`config.mk`:
```
export PLATFORM = sky130hd
export DESIGN_NAME = dm_wt_cache
export DESIGN_NICKNAME = d
export VERILOG_FILES = /design/src/rtl/dmc_pkg.sv /design/src/rtl/dmc_store.sv /design/src/rtl/dmc_ctl.sv /design/src/rtl/dmc_datapath.sv /design/src/rtl/dm_wt_cache.sv
export SDC_FILE = /design/constraint.sdc
export NUM_CORES = 1
export LEC_CHECK = 0
export BUFFER_PORTS_ARGS = -buffer_cell sky130_fd_sc_hd__buf_2
export CORE_MARGIN = 5
export CORE_UTILIZATION = 25
export CTS_CLUSTER_DIAMETER = 40
export DETAILED_ROUTE_END_ITERATION = 10
export PLACE_DENSITY = 0.47
export SYNTH_ARGS = -nofsm -noshare
export SYNTH_HDL_FRONTEND = slang
export SYNTH_SLANG_ARGS = --single-unit
export TNS_END_PERCENT = 1
```
`constraint.sdc`:
```
create_clock -name clk -period 2.4 [get_ports clk]
set_input_delay 0.24 -clock clk [delete_from_list [all_inputs] [get_ports clk]]
set_output_delay 0.24 -clock clk [all_outputs]
set_load 0.01 [all_outputs]
```
`src/rtl/dmc_pkg.sv`:
```
package dmc_pkg;
    localparam int ADDR_W_DEF = 8;
    localparam int DATA_W_DEF = 8;
    localparam int IDX_W_DEF  = 4;

    typedef enum logic [2:0] {
        ST_IDLE,
        ST_HIT,
        ST_MISS,
        ST_FILL,
        ST_WRITE,
        ST_WACK
    } ctl_state_e;
endpackage

```
`src/rtl/dmc_store.sv`:
```
module dmc_store #(
    parameter int DATA_W = 8,
    parameter int IDX_W  = 4,
    parameter int TAG_W  = 4
) (
    input  logic              clk,
    input  logic              rst_n,
    input  logic [IDX_W-1:0]  idx,
    input  logic [TAG_W-1:0]  tag,
    input  logic              we,
    input  logic [DATA_W-1:0] wdata,
    output logic [DATA_W-1:0] rd_data,
    output logic              hit
);
    localparam int LINES = 1 << IDX_W;

    typedef struct packed {
        logic              valid;
        logic [TAG_W-1:0]  tag;
        logic [DATA_W-1:0] data;
    } line_t;

    line_t lines [LINES];

    for (genvar i = 0; i < LINES; i++) begin : g_line
        line_t line_d;
        line_t line_q;

        always_comb begin
            line_d = line_q;
            if (we && (idx == IDX_W'(i))) begin
                line_d.valid = 1'b1;
                line_d.tag   = tag;
                line_d.data  = wdata;
            end
        end

        always_ff @(posedge clk) begin
            if (!rst_n) begin
                line_q <= '0;
            end else begin
                line_q <= line_d;
            end
        end

        assign lines[i] = line_q;
    end

    line_t sel;
    assign sel     = lines[idx];
    assign rd_data = sel.data;
    assign hit     = sel.valid && (sel.tag == tag);
endmodule

```
`src/rtl/dmc_ctl.sv`:
```
module dmc_ctl
    import dmc_pkg::*;
#(
    parameter int DATA_W = 8
) (
    input  logic              clk,
    input  logic              rst_n,
    input  logic              rd,
    input  logic              wr,
    input  logic              hit,
    input  logic              mem_ready,
    input  logic [DATA_W-1:0] mem_rdata,
    output logic              mem_start,
    output logic              mem_we_n,
    output logic              mem_bus_en,
    output logic              cache_bus_en,
    output logic              cache_we_n,
    output logic              ack,
    output logic              fill_sel,
    output logic [DATA_W-1:0] fill_byte
);
    typedef struct packed {
        ctl_state_e        state;
        logic              start;
        logic [DATA_W-1:0] fill;
    } ctl_regs_t;

    ctl_regs_t r_d;
    ctl_regs_t r_q;

    always_comb begin
        r_d       = r_q;
        r_d.start = 1'b0;
        case (r_q.state)
            ST_IDLE: begin
                if (rd) begin
                    if (hit) begin
                        r_d.state = ST_HIT;
                    end else begin
                        r_d.state = ST_MISS;
                        r_d.start = 1'b1;
                    end
                end else if (wr) begin
                    r_d.state = ST_WRITE;
                    r_d.start = 1'b1;
                end
            end
            ST_MISS: begin
                if (mem_ready) begin
                    r_d.state = ST_FILL;
                    r_d.fill  = mem_rdata;
                end
            end
            ST_WRITE: begin
                if (mem_ready) begin
                    r_d.state = ST_WACK;
                end
            end
            default: r_d.state = ST_IDLE;
        endcase
    end

    always_ff @(posedge clk) begin
        if (!rst_n) begin
            r_q <= '{state: ST_IDLE, start: 1'b0, fill: '0};
        end else begin
            r_q <= r_d;
        end
    end

    assign mem_start    = r_q.start;
    assign mem_we_n     = (r_q.state != ST_WRITE);
    assign mem_bus_en   = (r_q.state == ST_FILL);
    assign cache_bus_en = (r_q.state == ST_HIT);
    assign cache_we_n   = !((r_q.state == ST_FILL) || (r_q.state == ST_WACK));
    assign ack          = (r_q.state == ST_HIT) || (r_q.state == ST_FILL) ||
                          (r_q.state == ST_WACK);
    assign fill_sel     = (r_q.state == ST_FILL);
    assign fill_byte    = r_q.fill;
endmodule

```
`src/rtl/dmc_datapath.sv`:
```
module dmc_datapath #(
    parameter int DATA_W = 8
) (
    input  logic              cache_bus_en,
    input  logic              mem_bus_en,
    input  logic              fill_sel,
    input  logic [DATA_W-1:0] cache_byte,
    input  logic [DATA_W-1:0] fill_byte,
    input  logic [DATA_W-1:0] cpu_wdata,
    output logic [DATA_W-1:0] bus_byte,
    output logic [DATA_W-1:0] line_wdata
);
    always_comb begin
        if (cache_bus_en) begin
            bus_byte = cache_byte;
        end else if (mem_bus_en) begin
            bus_byte = fill_byte;
        end else begin
            bus_byte = '0;
        end
    end

    assign line_wdata = fill_sel ? fill_byte : cpu_wdata;
endmodule

```
`src/rtl/dm_wt_cache.sv`:
```
module dm_wt_cache
    import dmc_pkg::*;
#(
    parameter int ADDR_W = ADDR_W_DEF,
    parameter int DATA_W = DATA_W_DEF,
    parameter int IDX_W  = IDX_W_DEF
) (
    input  logic              clk,
    input  logic              rst_n,
    input  logic              cpu_rd,
    input  logic              cpu_wr,
    input  logic [ADDR_W-1:0] cpu_addr,
    input  logic [DATA_W-1:0] cpu_wdata,
    output logic [DATA_W-1:0] cpu_rdata,
    output logic              cpu_ack,
    output logic              mem_start,
    output logic              mem_we_n,
    output logic [ADDR_W-1:0] mem_addr,
    output logic [DATA_W-1:0] mem_wdata,
    input  logic [DATA_W-1:0] mem_rdata,
    input  logic              mem_ready,
    output logic              mem_bus_en,
    output logic              cache_bus_en,
    output logic              cache_we_n
);
    localparam int TAG_W = ADDR_W - IDX_W;

    logic [IDX_W-1:0]  line_idx;
    logic [TAG_W-1:0]  line_tag;
    logic [DATA_W-1:0] cache_byte;
    logic [DATA_W-1:0] fill_byte;
    logic [DATA_W-1:0] line_wdata;
    logic              line_hit;
    logic              fill_sel;

    assign line_idx  = cpu_addr[IDX_W-1:0];
    assign line_tag  = cpu_addr[ADDR_W-1:IDX_W];
    assign mem_addr  = cpu_addr;
    assign mem_wdata = cpu_wdata;

    dmc_store #(.DATA_W(DATA_W), .IDX_W(IDX_W), .TAG_W(TAG_W)) u_store (
        .clk     (clk),
        .rst_n   (rst_n),
        .idx     (line_idx),
        .tag     (line_tag),
        .we      (!cache_we_n),
        .wdata   (line_wdata),
        .rd_data (cache_byte),
        .hit     (line_hit)
    );

    dmc_ctl #(.DATA_W(DATA_W)) u_ctl (
        .clk          (clk),
        .rst_n        (rst_n),
        .rd           (cpu_rd),
        .wr           (cpu_wr),
        .hit          (line_hit),
        .mem_ready    (mem_ready),
        .mem_rdata    (mem_rdata),
        .mem_start    (mem_start),
        .mem_we_n     (mem_we_n),
        .mem_bus_en   (mem_bus_en),
        .cache_bus_en (cache_bus_en),
        .cache_we_n   (cache_we_n),
        .ack          (cpu_ack),
        .fill_sel     (fill_sel),
        .fill_byte    (fill_byte)
    );

    dmc_datapath #(.DATA_W(DATA_W)) u_dp (
        .cache_bus_en (cache_bus_en),
        .mem_bus_en   (mem_bus_en),
        .fill_sel     (fill_sel),
        .cache_byte   (cache_byte),
        .fill_byte    (fill_byte),
        .cpu_wdata    (cpu_wdata),
        .bus_byte     (cpu_rdata),
        .line_wdata   (line_wdata)
    );
endmodule

```
==> flow_results.xml, run 1 <==
<?xml version="1.0" encoding="UTF-8"?>
<metrics>
  <group name="route">
    <metric name="number_of_nets_with_antenna_violations_after_detailed_routing" unit="">0</metric>
    <metric name="drt-wirelength-per-cell" unit="um">18.1</metric>
    <metric name="via_per_inst" unit="">4.65</metric>
    <metric name="drc" unit="">0</metric>
    <metric name="detailedRoute.firstIterationViolations" unit="">345</metric>
    <metric name="detailroute.via_count" unit="">7237</metric>
    <metric name="totalWireLength" unit="mm">28.2</metric>
    <metric name="drt-pass1-iter-count" unit="">5</metric>
  </group>
  <group name="synth">
    <metric name="synth.yosys.seq_area_share" unit="">0.433</metric>
    <metric name="synth_ff_type" unit="">dfxtp_1</metric>
    <metric name="syn-mean-instance-area" unit="sq um">10.9</metric>
    <metric name="synthArstFlopShare" unit="">0</metric>
    <metric name="synth.yosys.warnings" unit="">0</metric>
    <metric name="synth.net_count" unit="">960</metric>
    <metric name="number_of_enable_flip_flop_cells_after_synthesis" unit="">0</metric>
    <metric name="synth_top_area_frac" unit="">0.433</metric>
    <metric name="synthDominantAreaCellType" unit="">dfxtp_1</metric>
    <metric name="synth_cells" unit="">931</metric>
    <metric name="synth-seq-cells" unit="">220</metric>
    <metric name="netlist_top_cells_area" unit="">dfxtp_1 (43%), o211a_1 (13%), mux4_2 (10%)</metric>
    <metric name="yosys.cell_types.count" unit="">46</metric>
    <metric name="post_synth_instance_area" unit="sq mm">0.0102</metric>
  </group>
  <group name="critical_path">
    <metric name="flop_to_flop_setup_slack" unit="ns">0.29</metric>
    <metric name="worst_reg2reg_path_startpoint" unit="">u_store.g_line[1].line_q[12]$_SDFFE_PN0P_</metric>
    <metric name="crit_type" unit="">flip-flop to output pin</metric>
    <metric name="arrival_time_worst_endpoint" unit="ns">2.17</metric>
    <metric name="timing.rr.end" unit="">u_ctl.mem_start$_SDFF_PN0_</metric>
    <metric name="end_kind" unit="">output pin</metric>
    <metric name="worstSetupStartpoint" unit="">u_store.g_line[0].line_q[7]$_SDFFE_PN0P_</metric>
    <metric name="worst-path-max-fanout" unit="">2</metric>
    <metric name="worst_setup_path_start_kind" unit="">flip-flop</metric>
    <metric name="required" unit="ns">2.16</metric>
    <metric name="critical_path.endpoint" unit="">cpu_rdata[7]</metric>
    <metric name="worst_r2r_path_depth" unit="">6</metric>
  </group>
  <group name="sta">
    <metric name="final.setup_skew" unit="ns">0.0207</metric>
    <metric name="rsz0062_at_grt" unit="">true</metric>
    <metric name="finalSetupViolCount" unit="">2</metric>
    <metric name="fmax" unit="GHz">0.414</metric>
    <metric name="period_share" unit="">1.01</metric>
    <metric name="timing.slew.headroom" unit="">0.474</metric>
    <metric name="final.setup.tns" unit="ns">-0.0235</metric>
    <metric name="hold_viol_final" unit="">0</metric>
    <metric name="timing_worst_slew_pin_value" unit="ns">0.789</metric>
    <metric name="fin_ws" unit="ns">-0.0140</metric>
    <metric name="finalCriticalPeriod" unit="ns">2.41</metric>
    <metric name="final_max_slew_viol_count" unit="">0</metric>
  </group>
  <group name="placement">
    <metric name="placement.io_buffers" unit="">58</metric>
    <metric name="gpl.final_weighted_congestion" unit="">0.736</metric>
    <metric name="postPlaceCellArea" unit="sq mm">0.0113</metric>
    <metric name="dp.final_hpwl" unit="mm">18.0</metric>
  </group>
  <group name="floorplan">
    <metric name="ioPinCount" unit="">59</metric>
    <metric name="design.die.area" unit="sq mm">0.0449</metric>
    <metric name="fp-row-count" unit="">74</metric>
    <metric name="die_x" unit="um">212</metric>
    <metric name="die_ht" unit="um">212</metric>
    <metric name="coreArea" unit="sq mm">0.0406</metric>
    <metric name="start_util" unit="">0.251</metric>
  </group>
  <group name="pwr">
    <metric name="ir_worst_vdd" unit="mV">0.464</metric>
    <metric name="netSwitchingFraction" unit="">0.242</metric>
    <metric name="clkPwrFrac" unit="">0.548</metric>
    <metric name="power_density" unit="mW/mm^2">747</metric>
    <metric name="power_frac_comb" unit="">0.061</metric>
    <metric name="power.share.sequential" unit="">0.392</metric>
    <metric name="power.total" unit="mW">9.45</metric>
    <metric name="p_int" unit="mW">7.16</metric>
    <metric name="switching_power" unit="mW">2.29</metric>
    <metric name="p_leak" unit="nW">6.04</metric>
  </group>
  <group name="global_routing">
    <metric name="global_route.overflow_total" unit="">0</metric>
    <metric name="grt_first_pass_wirelength" unit="mm">43.4</metric>
    <metric name="grt_antenna_before_repair" unit="">0</metric>
    <metric name="via_count_of_the_first_global_routing_pass" unit="">7105</metric>
    <metric name="grt_start_max_net_pins" unit="">183</metric>
    <metric name="groute.usage.overall" unit="">0.124</metric>
  </group>
  <group name="layout">
    <metric name="num-nets-final" unit="">1027</metric>
    <metric name="fraction_of_layout_instances_using_a_drive_strength_above_1" unit="">0.265</metric>
    <metric name="area_growth_syn_to_layout" unit="%">24.3</metric>
    <metric name="final_area" unit="sq mm">0.0127</metric>
    <metric name="diodes" unit="">0</metric>
  </group>
  <group name="run">
    <metric name="cap_violations" unit="">0</metric>
  </group>
  <group name="outcome">
    <metric name="status" unit="">finished with violations</metric>
    <metric name="violations" unit="">setup timing</metric>
  </group>
  <group name="clock_tree">
    <metric name="worst_skew_pair.late_latency" unit="ns">0.53</metric>
    <metric name="numCtsBuffers" unit="">36</metric>
    <metric name="cts.sink_count" unit="">220</metric>
    <metric name="cts-root-buf" unit="">clkbuf_16</metric>
    <metric name="cts_post_setup_buffers_inserted" unit="">0</metric>
    <metric name="clk_pin_slew" unit="ns">0.06</metric>
    <metric name="clk_path_buf_depth" unit="">3</metric>
    <metric name="cts_htree_levels" unit="">2</metric>
    <metric name="cts_tree" unit="">built</metric>
  </group>
  <group name="min_path">
    <metric name="hold_path.class" unit="">primary input to flip-flop</metric>
  </group>
</metrics>
==> how the worst min path moves through the flow <==
stage | startpoint | to | slack, ns | cells after the start
6_report | rst_n | u_store.g_line[1].line_q[12]$_SDFFE_PN0P_ | 0.07 | 2
5_1_grt | rst_n | u_store.g_line[3].line_q[12]$_SDFFE_PN0P_ | 0.07 | 2
4_1_cts | rst_n | u_store.g_line[3].line_q[12]$_SDFFE_PN0P_ | 0.04 | 2
3_5_place_dp | u_store.g_line[6].line_q[12]$_SDFFE_PN0P_ | u_store.g_line[6].line_q[12]$_SDFFE_PN0P_ | 0.45 | 1
3_3_place_gp | u_store.g_line[12].line_q[12]$_SDFFE_PN0P_ | u_store.g_line[12].line_q[12]$_SDFFE_PN0P_ | 0.44 | 1
2_1_floorplan | mem_rdata[0] | u_ctl.fill_byte[0]$_SDFFE_PN0P_ | 0.41 | 2
==> cell usage after synthesis (2+ instances only) <==
library cell,count
inv_1,3
o21ai_0,10
buf_4,30
nor3_2,3
o21a_1,16
nor2_1,18
o211a_1,128
a22oi_1,5
nand2b_1,3
mux2_2,2
nand4b_1,2
nor3_1,4
nand2_1,143
clkbuf_1,46
a21oi_1,5
mux4_2,46
mux2i_1,91
xor2_1,4
dfxtp_1,220
a21boi_0,9
and2_1,3
buf_6,3
nor2_2,2
mux4_1,8
buf_1,4
nor2b_1,68
a22o_1,9
buf_2,28
==> sequential cells by signal (all words and copies together), names as in the netlist <==
register,count
u_ctl.r_q,3
u_ctl.fill_byte,8
u_store.g_line.line_q,208
u_ctl.mem_start,1
==> cell type report <==
class | instances | area, sq um
clock buffers | 42 | 963
clock inverters | 23 | 259
fillers | 4137 | 27900
inverters | 4 | 15.0
multi-input cells | 595 | 5210
flip-flops and latches | 220 | 4410
well taps | 532 | 666
repair buffers | 141 | 1130
==> metrics by stage <==
step | hold slack (ns) | setup WS (ns) | util | cells
after CTS | 0.0445 | -0.0368 | 0.312 | 1557
after global routing | 0.0681 | -0.0718 | 0.312 | 1557
after global placement | 0.442 | 0.0750 | 0.280 | 1484
final | 0.0679 | -0.0140 | 0.312 | 1557
after floorplan | 0.410 | 0.152 | - | 931
after detailed placement | 0.449 | 0.00845 | 0.280 | 1484
==> cells in the final DEF, fill, tap and decap left out, types with 8 or more instances in the layout <==
cell type      netlist  final
dfxtp_1            220    212
nand2_1            143    143
o211a_1            128    128
mux2i_1             91     91
nor2b_1             68     68
buf_4               30     61
buf_2               28     56
mux4_2              46     46
clkbuf_16            0     36
o21a_1              16     16
buf_12               0     15
nor2_2               2     11
o21ai_0             10     10
nor2_1              18      9
a22o_1               9      9
a21boi_0             9      9
mux4_1               8      8
clkinvlp_4           0      8
dlygate4sd3_1        0      8
dfxtp_2              0      8
==> cell families after synthesis <==
kind of cell / share of synthesized area
XOR/XNOR: 0.00344
flip-flops: 0.433
buffers and inverters: 0.0606
AO/OA/AOI/OAI: 0.170
multiplexers: 0.214
AND/OR/NAND/NOR: 0.119
==> critical path, stage by stage (launching register included) <==
cell and delay (ns):
dfxtp_2 0.32, mux4_2 0.46, mux4_2 0.52, a22o_1 0.20, buf_2 0.13
==> per-layer routing <==
metal / part of all wire / global-route usage
met4: 0.019 / 0.0338
met3: 0.048 / 0.0185
met1: 0.46 / 0.167
met5: 0 / 0
met2: 0.47 / 0.208
==> timing repair <==
action / CTS / global route
resized for setup: 3 / 5
endpoints found under the hold margin: 8 / 0
hold buffers: 8 / 0
setup endpoints to repair: 4 / 8
pin swaps: 0 / 0
==> power groups by stage <==
stage	clock, mW	sequential [mW]	combinational [mW]
final	5.18	3.70	0.572
after global routing	5.46	3.70	0.623
after CTS	5.30	3.70	0.584
after detailed placement	0	3.78	0.572
after global placement	0	3.78	0.570
after floorplan	0	3.77	0.373
No activity file was read; power rests on OpenSTA's default activity.
==> inputs of run 2 (changes only) <==
==> constraint.sdc (replaced) <==
create_clock -name clk -period 2.5 [get_ports clk]
set_input_delay 0.25 -clock clk [delete_from_list [all_inputs] [get_ports clk]]
set_output_delay 0.25 -clock clk [all_outputs]
set_load 0.01 [all_outputs]
==> flow_results.xml, run 2 (same netlist as run 1, synthesis figures left out) <==
<?xml version="1.0" encoding="UTF-8"?>
<metrics>
  <group name="outcome">
    <metric name="status" unit="">completed</metric>
  </group>
  <group name="clock_tree">
    <metric name="cts.sink_count" unit="">220</metric>
    <metric name="cts_htree_levels" unit="">2</metric>
    <metric name="cts_resized" unit="">0</metric>
    <metric name="hold_buffer_count_at_cts" unit="">6</metric>
    <metric name="cts_post_setup_buffers_inserted" unit="">0</metric>
    <metric name="cts-root-buf" unit="">clkbuf_16</metric>
    <metric name="clk_path_buf_depth" unit="">3</metric>
    <metric name="worst_skew_pair.late_latency" unit="ns">0.51</metric>
    <metric name="numCtsBuffers" unit="">34</metric>
    <metric name="clk_pin_slew" unit="ns">0.05</metric>
    <metric name="cts_tree" unit="">built</metric>
  </group>
  <group name="layout">
    <metric name="diodes" unit="">0</metric>
    <metric name="largest_register" unit="">u_store.g_line.line_q</metric>
    <metric name="fraction_of_layout_instances_using_a_drive_strength_above_1" unit="">0.250</metric>
    <metric name="fillCellCount" unit="">4108</metric>
    <metric name="multi_input_area" unit="sq mm">0.00521</metric>
    <metric name="num-nets-final" unit="">1019</metric>
    <metric name="layout.cells.most_common_list" unit="">dfxtp_1 (220), nand2_1 (143), o211a_1 (128)</metric>
    <metric name="largest_reg_flops" unit="">208</metric>
    <metric name="most_common_cell_after_layout_fill_and_taps_aside" unit="">dfxtp_1</metric>
    <metric name="area_growth_syn_to_layout" unit="%">21.8</metric>
    <metric name="area.sequential" unit="sq mm">0.00440</metric>
  </group>
  <group name="route">
    <metric name="totalWireLength" unit="mm">27.9</metric>
    <metric name="drt-pass1-iter-count" unit="">5</metric>
    <metric name="drc" unit="">0</metric>
    <metric name="detailedRoute.firstIterationViolations" unit="">546</metric>
    <metric name="detailroute.via_count" unit="">7194</metric>
    <metric name="number_of_nets_with_antenna_violations_after_detailed_routing" unit="">0</metric>
    <metric name="via_per_inst" unit="">4.65</metric>
    <metric name="drt-wirelength-per-cell" unit="um">18.0</metric>
  </group>
  <group name="floorplan">
    <metric name="ioPinCount" unit="">59</metric>
    <metric name="die_x" unit="um">212</metric>
    <metric name="design.die.area" unit="sq mm">0.0449</metric>
    <metric name="fp-row-count" unit="">74</metric>
    <metric name="coreArea" unit="sq mm">0.0406</metric>
    <metric name="die_ht" unit="um">212</metric>
    <metric name="start_util" unit="">0.251</metric>
  </group>
  <group name="sta">
    <metric name="final_max_slew_viol_count" unit="">0</metric>
    <metric name="hold_viol_final" unit="">0</metric>
    <metric name="period_share" unit="">0.972</metric>
    <metric name="fin_ws" unit="ns">0.0699</metric>
    <metric name="timing_worst_slew_pin_value" unit="ns">0.666</metric>
    <metric name="finalCriticalPeriod" unit="ns">2.43</metric>
    <metric name="final.setup.tns" unit="ns">0</metric>
    <metric name="final.setup_skew" unit="ns">0.0134</metric>
    <metric name="fmax" unit="GHz">0.412</metric>
    <metric name="rsz0062_at_grt" unit="">false</metric>
    <metric name="finalSetupViolCount" unit="">0</metric>
    <metric name="timing.slew.headroom" unit="">0.556</metric>
  </group>
  <group name="critical_path">
    <metric name="arrival_time_worst_endpoint" unit="ns">2.18</metric>
    <metric name="required" unit="ns">2.25</metric>
    <metric name="end_kind" unit="">output pin</metric>
    <metric name="worst_setup_path_start_kind" unit="">flip-flop</metric>
    <metric name="crit_type" unit="">flip-flop to output pin</metric>
    <metric name="worst-path-max-fanout" unit="">2</metric>
  </group>
  <group name="global_routing">
    <metric name="grt_first_pass_wirelength" unit="mm">42.9</metric>
    <metric name="via_count_of_the_first_global_routing_pass" unit="">7069</metric>
    <metric name="grt_antenna_before_repair" unit="">0</metric>
    <metric name="groute.usage.overall" unit="">0.122</metric>
    <metric name="global_route.overflow_total" unit="">0</metric>
    <metric name="grt_start_max_net_pins" unit="">145</metric>
  </group>
  <group name="pwr">
    <metric name="p_leak" unit="nW">5.95</metric>
    <metric name="ir_worst_vdd" unit="mV">0.355</metric>
    <metric name="power_density" unit="mW/mm^2">709</metric>
  </group>
  <group name="placement">
    <metric name="dp.final_hpwl" unit="mm">18.2</metric>
    <metric name="pre_cts_slack" unit="ns">0.0452</metric>
    <metric name="placement.io_buffers" unit="">58</metric>
    <metric name="gpl.final_weighted_congestion" unit="">0.735</metric>
  </group>
  <group name="run">
    <metric name="cap_violations" unit="">0</metric>
  </group>
  <group name="min_path">
    <metric name="hold_path.class" unit="">primary input to flip-flop</metric>
  </group>
</metrics>
run 2: cell type report:
cell class | count | area share
clock buffers | 41 | 0.0759
well taps | 532 | 0.0537
inverters | 4 | 0.00121
flip-flops and latches | 220 | 0.355
clock inverters | 19 | 0.0153
repair buffers | 135 | 0.0790
multi-input cells | 595 | 0.420
run 2: per-layer routing:
metal,up-vias,track usage,routed length [um]
met3,31,0.0207,1410
met4,0,0.0342,528
met5,-,0,0
li1,3480,-,-
met2,181,0.197,12900
met1,3502,0.169,13100
run 2: worst paths after layout:
check / start / endpoint / slack [ns] / depth (start not counted)
worst min-delay path: mem_rdata[3] / u_ctl.fill_byte[3]$_SDFFE_PN0P_ / 0.02 / 3
worst min register to register: u_store.g_line[1].line_q[12]$_SDFFE_PN0P_ / u_store.g_line[1].line_q[12]$_SDFFE_PN0P_ / 0.46 / 1
worst max-delay path: u_store.g_line[15].line_q[6]$_SDFFE_PN0P_ / cpu_rdata[6] / 0.07 / 4
worst max register to register: u_ctl.r_q[11]$_SDFFE_PN0P_ / u_store.g_line[0].line_q[4]$_SDFFE_PN0P_ / 0.33 / 7
run 2: worst max-delay path: stages (launching register included):
cell     delay, ns
dfxtp_1       0.31
mux4_2        0.47
mux4_2        0.55
a22o_1        0.20
buf_2         0.14
run 2: power by group:
group	leakage, nW	total, mW	internal (mW)	switching (mW)
combinational	3.63	0.539	0.217	0.322
sequential	1.77	3.55	3.53	0.0159
clock	0.547	4.70	2.93	1.77
run 2: per-stage QoR:
step / total power [mW] / hold WS, ns / util / instances / instance area (sq um)
final: 8.79 / 0.0161 / 0.306 / 1546 / 12400
after global routing: 9.11 / 0.0538 / 0.306 / 1546 / 12400
after CTS: 8.92 / 0.00651 / 0.306 / 1546 / 12400
after detailed placement: 4.16 / 0.445 / 0.276 / 1480 / 11200
after global placement: 4.16 / 0.442 / 0.276 / 1480 / 11200
after floorplan: 3.98 / 0.420 / - / 931 / 10200
